==> config.mk <==
export PLATFORM = sky130hd
export DESIGN_NAME = cnt_chain
export DESIGN_NICKNAME = d
export VERILOG_FILES = /design/src/rtl/cnt_pkg.sv /design/src/rtl/cnt_op_decode.sv /design/src/rtl/cnt_stage.sv /design/src/rtl/cnt_mod_ctl.sv /design/src/rtl/cnt_chain.sv
export SDC_FILE = /design/constraint.sdc
export NUM_CORES = 1
export LEC_CHECK = 0
export ABC_CLOCK_PERIOD_IN_PS = 3050
export BUFFER_PORTS_ARGS = -buffer_cell sky130_fd_sc_hd__buf_2
export CAP_MARGIN = 10
export CORE_MARGIN = 2
export CORE_UTILIZATION = 38
export CTS_BUF_LIST = sky130_fd_sc_hd__clkbuf_8
export DETAILED_ROUTE_END_ITERATION = 8
export GPL_TIMING_DRIVEN = 0
export PLACE_DENSITY_LB_ADDON = 0.2
export SETUP_SLACK_MARGIN = 0.1
export SLEW_MARGIN = 20
export SYNTH_ARGS = -nofsm -noshare
export SYNTH_HDL_FRONTEND = slang
export SYNTH_SLANG_ARGS = --single-unit
==> constraint.sdc <==
create_clock -name clk -period 3.05 [get_ports clk]
set_input_delay 0.61 -clock clk [delete_from_list [all_inputs] [get_ports clk]]
set_output_delay 0.61 -clock clk [all_outputs]
set_load 0.05 [all_outputs]
==> src/rtl/cnt_pkg.sv <==
// Package: shared constants and the stage operation type for the counter chain.
// Assumes: every stage is one nibble wide; the chain width is a multiple of it.
package cnt_pkg;

    localparam int NIB = 4;

    // Operation a stage performs at the next rising edge.
    typedef enum logic [1:0] {
        OP_HOLD = 2'd0,
        OP_STEP = 2'd1,
        OP_LOAD = 2'd2
    } stage_op_t;

endpackage

==> src/rtl/cnt_op_decode.sv <==
// Module: cnt_op_decode
// Purpose: turns the load and enable levels of one stage into a single operation.
// Assumes: load_n is active low and outranks both enables; clear is handled in the stage.
module cnt_op_decode (
    input  logic                load_n,
    input  logic                run_en,
    input  logic                chain_en,
    output cnt_pkg::stage_op_t  op
);
    import cnt_pkg::*;

    // Priority: load, then step when both enables are high, else hold.
    always_comb begin
        if (!load_n) begin
            op = OP_LOAD;
        end else if (run_en && chain_en) begin
            op = OP_STEP;
        end else begin
            op = OP_HOLD;
        end
    end

endmodule

==> src/rtl/cnt_stage.sv <==
// Module: cnt_stage
// Purpose: one nibble of the counter, holding its state register and its carry output.
// Assumes: op comes from cnt_op_decode; wipe_n clears asynchronously; carry is combinational.
module cnt_stage #(
    parameter int NB = cnt_pkg::NIB
) (
    input  logic                clk,
    input  logic                wipe_n,
    input  cnt_pkg::stage_op_t  op,
    input  logic [NB-1:0]       din,
    input  logic                chain_en,
    output logic [NB-1:0]       q,
    output logic                carry
);
    import cnt_pkg::*;

    logic [NB-1:0] q_r;

    // State register: async clear, then load, step or hold on the rising edge.
    always_ff @(posedge clk or negedge wipe_n) begin
        if (!wipe_n) begin
            q_r <= '0;
        end else begin
            unique case (op)
                OP_LOAD: q_r <= din;
                OP_STEP: q_r <= q_r + 1'b1;
                default: q_r <= q_r;
            endcase
        end
    end

    // Carry look-ahead: only the chain enable gates it, never the shared enable.
    assign carry = chain_en & (&q_r);
    assign q     = q_r;

endmodule

==> src/rtl/cnt_mod_ctl.sv <==
// Module: cnt_mod_ctl
// Purpose: optional range limiter that forces a load of PRESET when the count hits TERM.
// Assumes: the user load always wins; with MOD_EN clear it passes load straight through.
module cnt_mod_ctl #(
    parameter int          WIDTH  = 12,
    parameter bit          MOD_EN = 1'b0,
    parameter int unsigned PRESET = 0,
    parameter int unsigned TERM   = 0
) (
    input  logic [WIDTH-1:0] count,
    input  logic             load_n,
    input  logic [WIDTH-1:0] load_val,
    input  logic             run_en,
    input  logic             chain_en,
    output logic             eff_load_n,
    output logic [WIDTH-1:0] eff_val
);
    localparam logic [WIDTH-1:0] PRESET_V = WIDTH'(PRESET);
    localparam logic [WIDTH-1:0] TERM_V   = WIDTH'(TERM);

    logic at_term;
    logic force_ld;

    // Terminal detect: counting at the terminal value triggers a preset reload.
    always_comb begin
        at_term  = (count == TERM_V);
        force_ld = MOD_EN && at_term && run_en && chain_en && load_n;
    end

    // Load steering: the user value while load_n is low, otherwise the preset.
    always_comb begin
        eff_load_n = load_n & ~force_ld;
        eff_val    = load_n ? PRESET_V : load_val;
    end

endmodule

==> src/rtl/cnt_chain.sv <==
// Module: cnt_chain
// Purpose: chains STAGES counter nibbles into one synchronous counter on a shared clock.
// Assumes: each stage's carry feeds the next stage's chain enable; run_en goes to every stage.
module cnt_chain #(
    parameter  int          STAGES     = 3,
    parameter  bit          MOD_EN     = 1'b0,
    parameter  int unsigned MOD_PRESET = 0,
    parameter  int unsigned MOD_TERM   = 0,
    localparam int          WIDTH      = STAGES * cnt_pkg::NIB
) (
    input  logic             clk,
    input  logic             wipe_n,
    input  logic             load_n,
    input  logic [WIDTH-1:0] load_val,
    input  logic             run_en,
    input  logic             chain_en,
    output logic [WIDTH-1:0] count,
    output logic             carry_out
);
    import cnt_pkg::*;

    localparam int NB = cnt_pkg::NIB;

    logic             eff_load_n;
    logic [WIDTH-1:0] eff_val;
    logic [STAGES:0]  link;
    logic [WIDTH-1:0] q_all;

    cnt_mod_ctl #(
        .WIDTH (WIDTH),
        .MOD_EN(MOD_EN),
        .PRESET(MOD_PRESET),
        .TERM  (MOD_TERM)
    ) mod_i (
        .count     (q_all),
        .load_n    (load_n),
        .load_val  (load_val),
        .run_en    (run_en),
        .chain_en  (chain_en),
        .eff_load_n(eff_load_n),
        .eff_val   (eff_val)
    );

    assign link[0] = chain_en;

    for (genvar g = 0; g < STAGES; g++) begin : g_stage
        stage_op_t op;

        cnt_op_decode dec_i (
            .load_n  (eff_load_n),
            .run_en  (run_en),
            .chain_en(link[g]),
            .op      (op)
        );

        cnt_stage #(.NB(NB)) stg_i (
            .clk     (clk),
            .wipe_n  (wipe_n),
            .op      (op),
            .din     (eff_val[g*NB +: NB]),
            .chain_en(link[g]),
            .q       (q_all[g*NB +: NB]),
            .carry   (link[g+1])
        );
    end

    assign count     = q_all;
    assign carry_out = link[STAGES];

endmodule

-- Yosys cells after proc, flatten, opt, wreduce, memory -nomap -nowiden
Cells that the tools add are included.
- flip-flop bits (word level): 12
- output and inout bits: 13
- word-level logic and storage cells: 34
- add/subtract/negate cells: 3
- eq/ne operators: 6
- mux-type cells: 10
- bitwise gates (word level): 3
- reductions and logical operators: 9
- operators with widths (kind ; number):
    4-bit one-hot mux with 2 select lines ; 3
    4-bit by 1-bit adder with 4-bit output, second input constant ; 3
    12-bit two-way mux ; 1
    4-bit AND reduction ; 3
    2-bit by 1-bit == test with 1-bit output, second input constant ; 3
    2-bit == test, second input constant ; 3
    2-bit two-way mux ; 3
    2-bit nonzero test ; 3
    1-bit AND ; 3
    1-bit logical AND ; 3
    1-bit two-way mux ; 3

-- Longest topological paths before layout
- word-level depth: 8
- gate-level depth with buffers: 5
- depth with buffers taken out: 5

-- By module
A second synthesis with hierarchy kept.
- cell total of the unflattened synthesis: 101
- area total of the unflattened synthesis: 937.1 µm²
- modules (own cells, without submodules) (module ; times used ; cells an instance ; area each (µm²) ; sequential area each (µm²)):
    cnt_stage ; 3 ; 27 ; 257.7 ; 100.1
    cnt_mod_ctl ; 1 ; 14 ; 133.9 ; 0.0
    cnt_op_decode ; 3 ; 2 ; 10.0 ; 0.0

-- Worst setup path before layout
OpenSTA, ideal clock, no wires.
- kind: register to output
- start point: register g_stage[0].stg_i.q_r[0]
- end point: output carry_out
- data arrival time: 1.867 ns
- required time: 2.440 ns
- setup slack: 0.573 ns
- cell stages (with the launch flop): 5
- path buffers: 0
- cell sequence: dfrtp_1 -> ha_1 -> and3_4 -> nand3_1 -> nor2_1
- word-level cells in the longest chain between the ends: 4
- RTL lines (element ; line ; RTL):
    start: declaration ; cnt_stage.sv:17 ; logic [NB-1:0] q_r;
    start signal: assignment ; cnt_stage.sv:25 ; OP_LOAD: q_r <= din;
    start signal: assignment ; cnt_stage.sv:26 ; OP_STEP: q_r <= q_r + 1'b1;
    start signal: assignment ; cnt_stage.sv:27 ; default: q_r <= q_r;
    4-bit AND reduction ; cnt_stage.sv:33 ; assign carry = chain_en & (&q_r);
    1-bit AND (3 in a row) ; cnt_stage.sv:33 ;
    end: declaration ; cnt_chain.sv:18 ; output logic carry_out
No other way between the ends.

-- Final worst setup path
Ends and elaborated chain as after synthesis.

==> impl_metrics.py <==
metrics = {
    "outcome": {
        "status": "complete, no violations",
    },
    "global_route": {
        "grt_pass1_wl_mm": 2.50,
        "grt_use_total": 0.162,
        "first_global_vias": 592,
        "grt_max_degree": 13,
        "grt_overflow": 0,
        "grt_antenna_before_repair": 0,
    },
    "timing": {
        "fin_setup_tns_ns": 0,
        "clock-skew-final_ns": 0.00351,
        "setup_viol": 0,
        "worst_pin_slew_ns": 0.310,
        "rsz0062_at_grt": "no",
        "layout_min_cycle_time_ns": 2.12,
        "slew_violations": 0,
        "hold_violations": 0,
        "max_freq_mhz": 472,
        "whs_ns": 0.239,
        "slew_headroom": 0.790,
        "fin_crit_sh": 0.694,
    },
    "clocking": {
        "cts_tree": "built",
        "clkLatencyLatePin_ns": 0.24,
        "worst_setup_hold_path_clk_slew_ns": 0.06,
        "cts_root_buffer": "clkbuf_8",
        "cts_sinks": 12,
        "cts_max_path_buffers": 2,
        "post_cts_resize_count": 0,
        "numCtsBuffers": 3,
        "cts_hold_buf": 0,
        "post_cts_buffers": 0,
        "htree_levels": 1,
    },
    "detailed_routing": {
        "vias_per_cell": 4.95,
        "drc": 0,
        "ant_nets": 0,
        "drt_wl_total_mm": 1.58,
        "num_vias": 649,
        "post_drt_wl_per_cell_um": 12.1,
        "drt_iter0_markers": 9,
        "first_pass_iters": 4,
    },
    "synth": {
        "synth_mux_area_frac": 0.0285,
        "ys_ff_latch": 12,
        "syn_avg_cell_area_um2": 9.63,
        "synthesis.area_um2": 703,
        "syn_nets": 93,
        "syn-instance-count": 73,
        "synth_fa_ha_area_frac": 0.0534,
        "synth_top_family_by_area": "simple AND/OR/NAND/NOR gates",
        "yosys.area.top_type_share": 0.427,
        "synth_area_leader_cell": "dfrtp_1",
        "synth_compound_area_frac": 0.133,
        "yosys.area_share.simple": 0.215,
        "synth_xor_area_frac": 0.0996,
        "ys_seq_area_frac": 0.427,
        "synth_cell_types": 26,
        "ys_warn_count": 0,
        "ys_top_cells_by_area": "dfrtp_1 43%, xnor2_1 6.2%, a21oi_1 5.7%",
    },
    "finish": {
        "fin_nets": 127,
        "largest_register_ff_count": 12,
        "layout-drive-gt1-share": 0.377,
        "n_fill_cell": 181,
        "syn2layout_area_growth_pct": 32.9,
        "n_antenna_cell": 0,
        "layout_commonest_cell": "buf_2",
        "final_cell_mix": "29 x buf_2, 12 x dfrtp_1, 9 x nor2_1",
    },
    "pwr": {
        "cellPowerDensity_nw_per_um2": 558,
        "vdd_drop_max_v": 0.000290,
        "leakagePower_nw": 0.432,
    },
    "placement": {
        "hpwl_mm": 1.20,
        "io_buffer_count": 29,
        "place.gp.congestion": 0.805,
    },
    "floorplanning": {
        "rows": 15,
        "start_util": 0.407,
        "die_width_um": 47.0,
        "ioPinCount": 30,
        "core_area_um2": 1730,
        "dieHeight_um": 47.0,
        "die_area_um2": 2210,
    },
    "worst_setup_path": {
        "r2r-start": "g_stage[1].stg_i.q[0]$_DFFE_PN0P_",
        "cp_data_arrival_time_ns": 1.51,
        "worstPathMaxFanout": 4,
        "cp-start-kind": "flip-flop",
        "cp-end-kind": "output pin",
        "reg2regPathDepth": 5,
        "cp.required_ns": 2.44,
        "worstSetupPathType": "reg -> out",
        "r2r-end": "g_stage[2].stg_i.q[1]$_DFFE_PN0P_",
        "ff2ff_setup_slack_ns": 1.62,
    },
    "min_path": {
        "worstHoldPathType": "in -> async",
    },
    "flow_run": {
        "maxCapViolCount": 0,
    },
}
through the flow:
step                       util  power [mW]  cells  instance area, um2  setup slack, ns
final                     0.541       0.521    131                 935            0.934
after global routing      0.541       0.548    131                 935            0.823
after floorplan               -       0.308     73                 703            0.573
after CTS                 0.541       0.525    131                 935            0.920
after global placement    0.509       0.349    127                 880             1.19
after detailed placement  0.509       0.352    127                 880             1.18
metal layers:
metal	up-vias	global-route usage	share of wire
met5	-	0	0
met4	0	0.0500	0.0057
met3	2	0.0385	0.077
met2	24	0.266	0.47
met1	297	0.212	0.45
li1	326	-	-
synthesized netlist by cell type:
| master | instances |
|---|---|
| nand3_1 | 5 |
| a22oi_1 | 2 |
| and3_4 | 1 |
| ha_1 | 3 |
| buf_6 | 1 |
| a21oi_1 | 8 |
| mux2i_1 | 2 |
| nor3_2 | 1 |
| and2_2 | 1 |
| nor2_1 | 9 |
| o21ai_0 | 2 |
| nand3_2 | 1 |
| a31oi_1 | 1 |
| xor2_1 | 3 |
| and3_1 | 2 |
| nand2_1 | 3 |
| o21ai_1 | 1 |
| nor2_4 | 1 |
| a41oi_1 | 1 |
| buf_4 | 1 |
| xnor2_1 | 5 |
| dfrtp_1 | 12 |
| inv_1 | 3 |
| nor2b_1 | 1 |
| nand4_1 | 2 |
| o221ai_1 | 1 |
cell type report:
type                    instances  area [um2]  area share
well taps                      25        31.3      0.0335
plain buffers                   2        18.8      0.0201
inverters                       3        11.3      0.0120
repair buffers                 29         145       0.155
clock buffers                   4        55.1      0.0589
flip-flops and latches         12         300       0.321
multi-input cells              56         373       0.399
worst max-delay path by stage:
stage                                       from   endpoint  slack (ns)  cells past startpoint
2_1_floorplan  g_stage[0].stg_i.q[0]$_DFFE_PN0P_  carry_out        0.57                      4
3_3_place_gp   g_stage[0].stg_i.q[0]$_DFFE_PN0P_  carry_out        1.19                      5
3_5_place_dp   g_stage[0].stg_i.q[0]$_DFFE_PN0P_  carry_out        1.18                      5
4_1_cts        g_stage[0].stg_i.q[0]$_DFFE_PN0P_  carry_out        0.92                      5
5_1_grt        g_stage[0].stg_i.q[0]$_DFFE_PN0P_  carry_out        0.82                      5
6_report       g_stage[0].stg_i.q[0]$_DFFE_PN0P_  carry_out        0.93                      5
critical path, cell delays in order, from the launching register on:
cell	delay (ns)
dfrtp_1	0.40
ha_1	0.22
and3_4	0.21
nand3_1	0.07
nor2_1	0.11
buf_2	0.27
power by group:
part	total (mW)	internal (mW)	switching, mW
clock network	0.173	0.114	0.0590
registers	0.196	0.176	0.0206
logic	0.152	0.0491	0.103
total	0.521	0.339	0.182
cell families (layout without fill, tap and decap cells):
| kind of cell | count (synthesis) | after routing |
|---|---|---|
| adders and majority gates | 3 | 3 |
| AOI/OAI and AO/OA | 16 | 16 |
| muxes | 2 | 2 |
| xor gates and xnor gates | 8 | 8 |
| buffers and inverters | 5 | 38 |
| DFF | 12 | 12 |
| and+or+nand+nor | 27 | 27 |
Power figures use the tool's default switching activity.
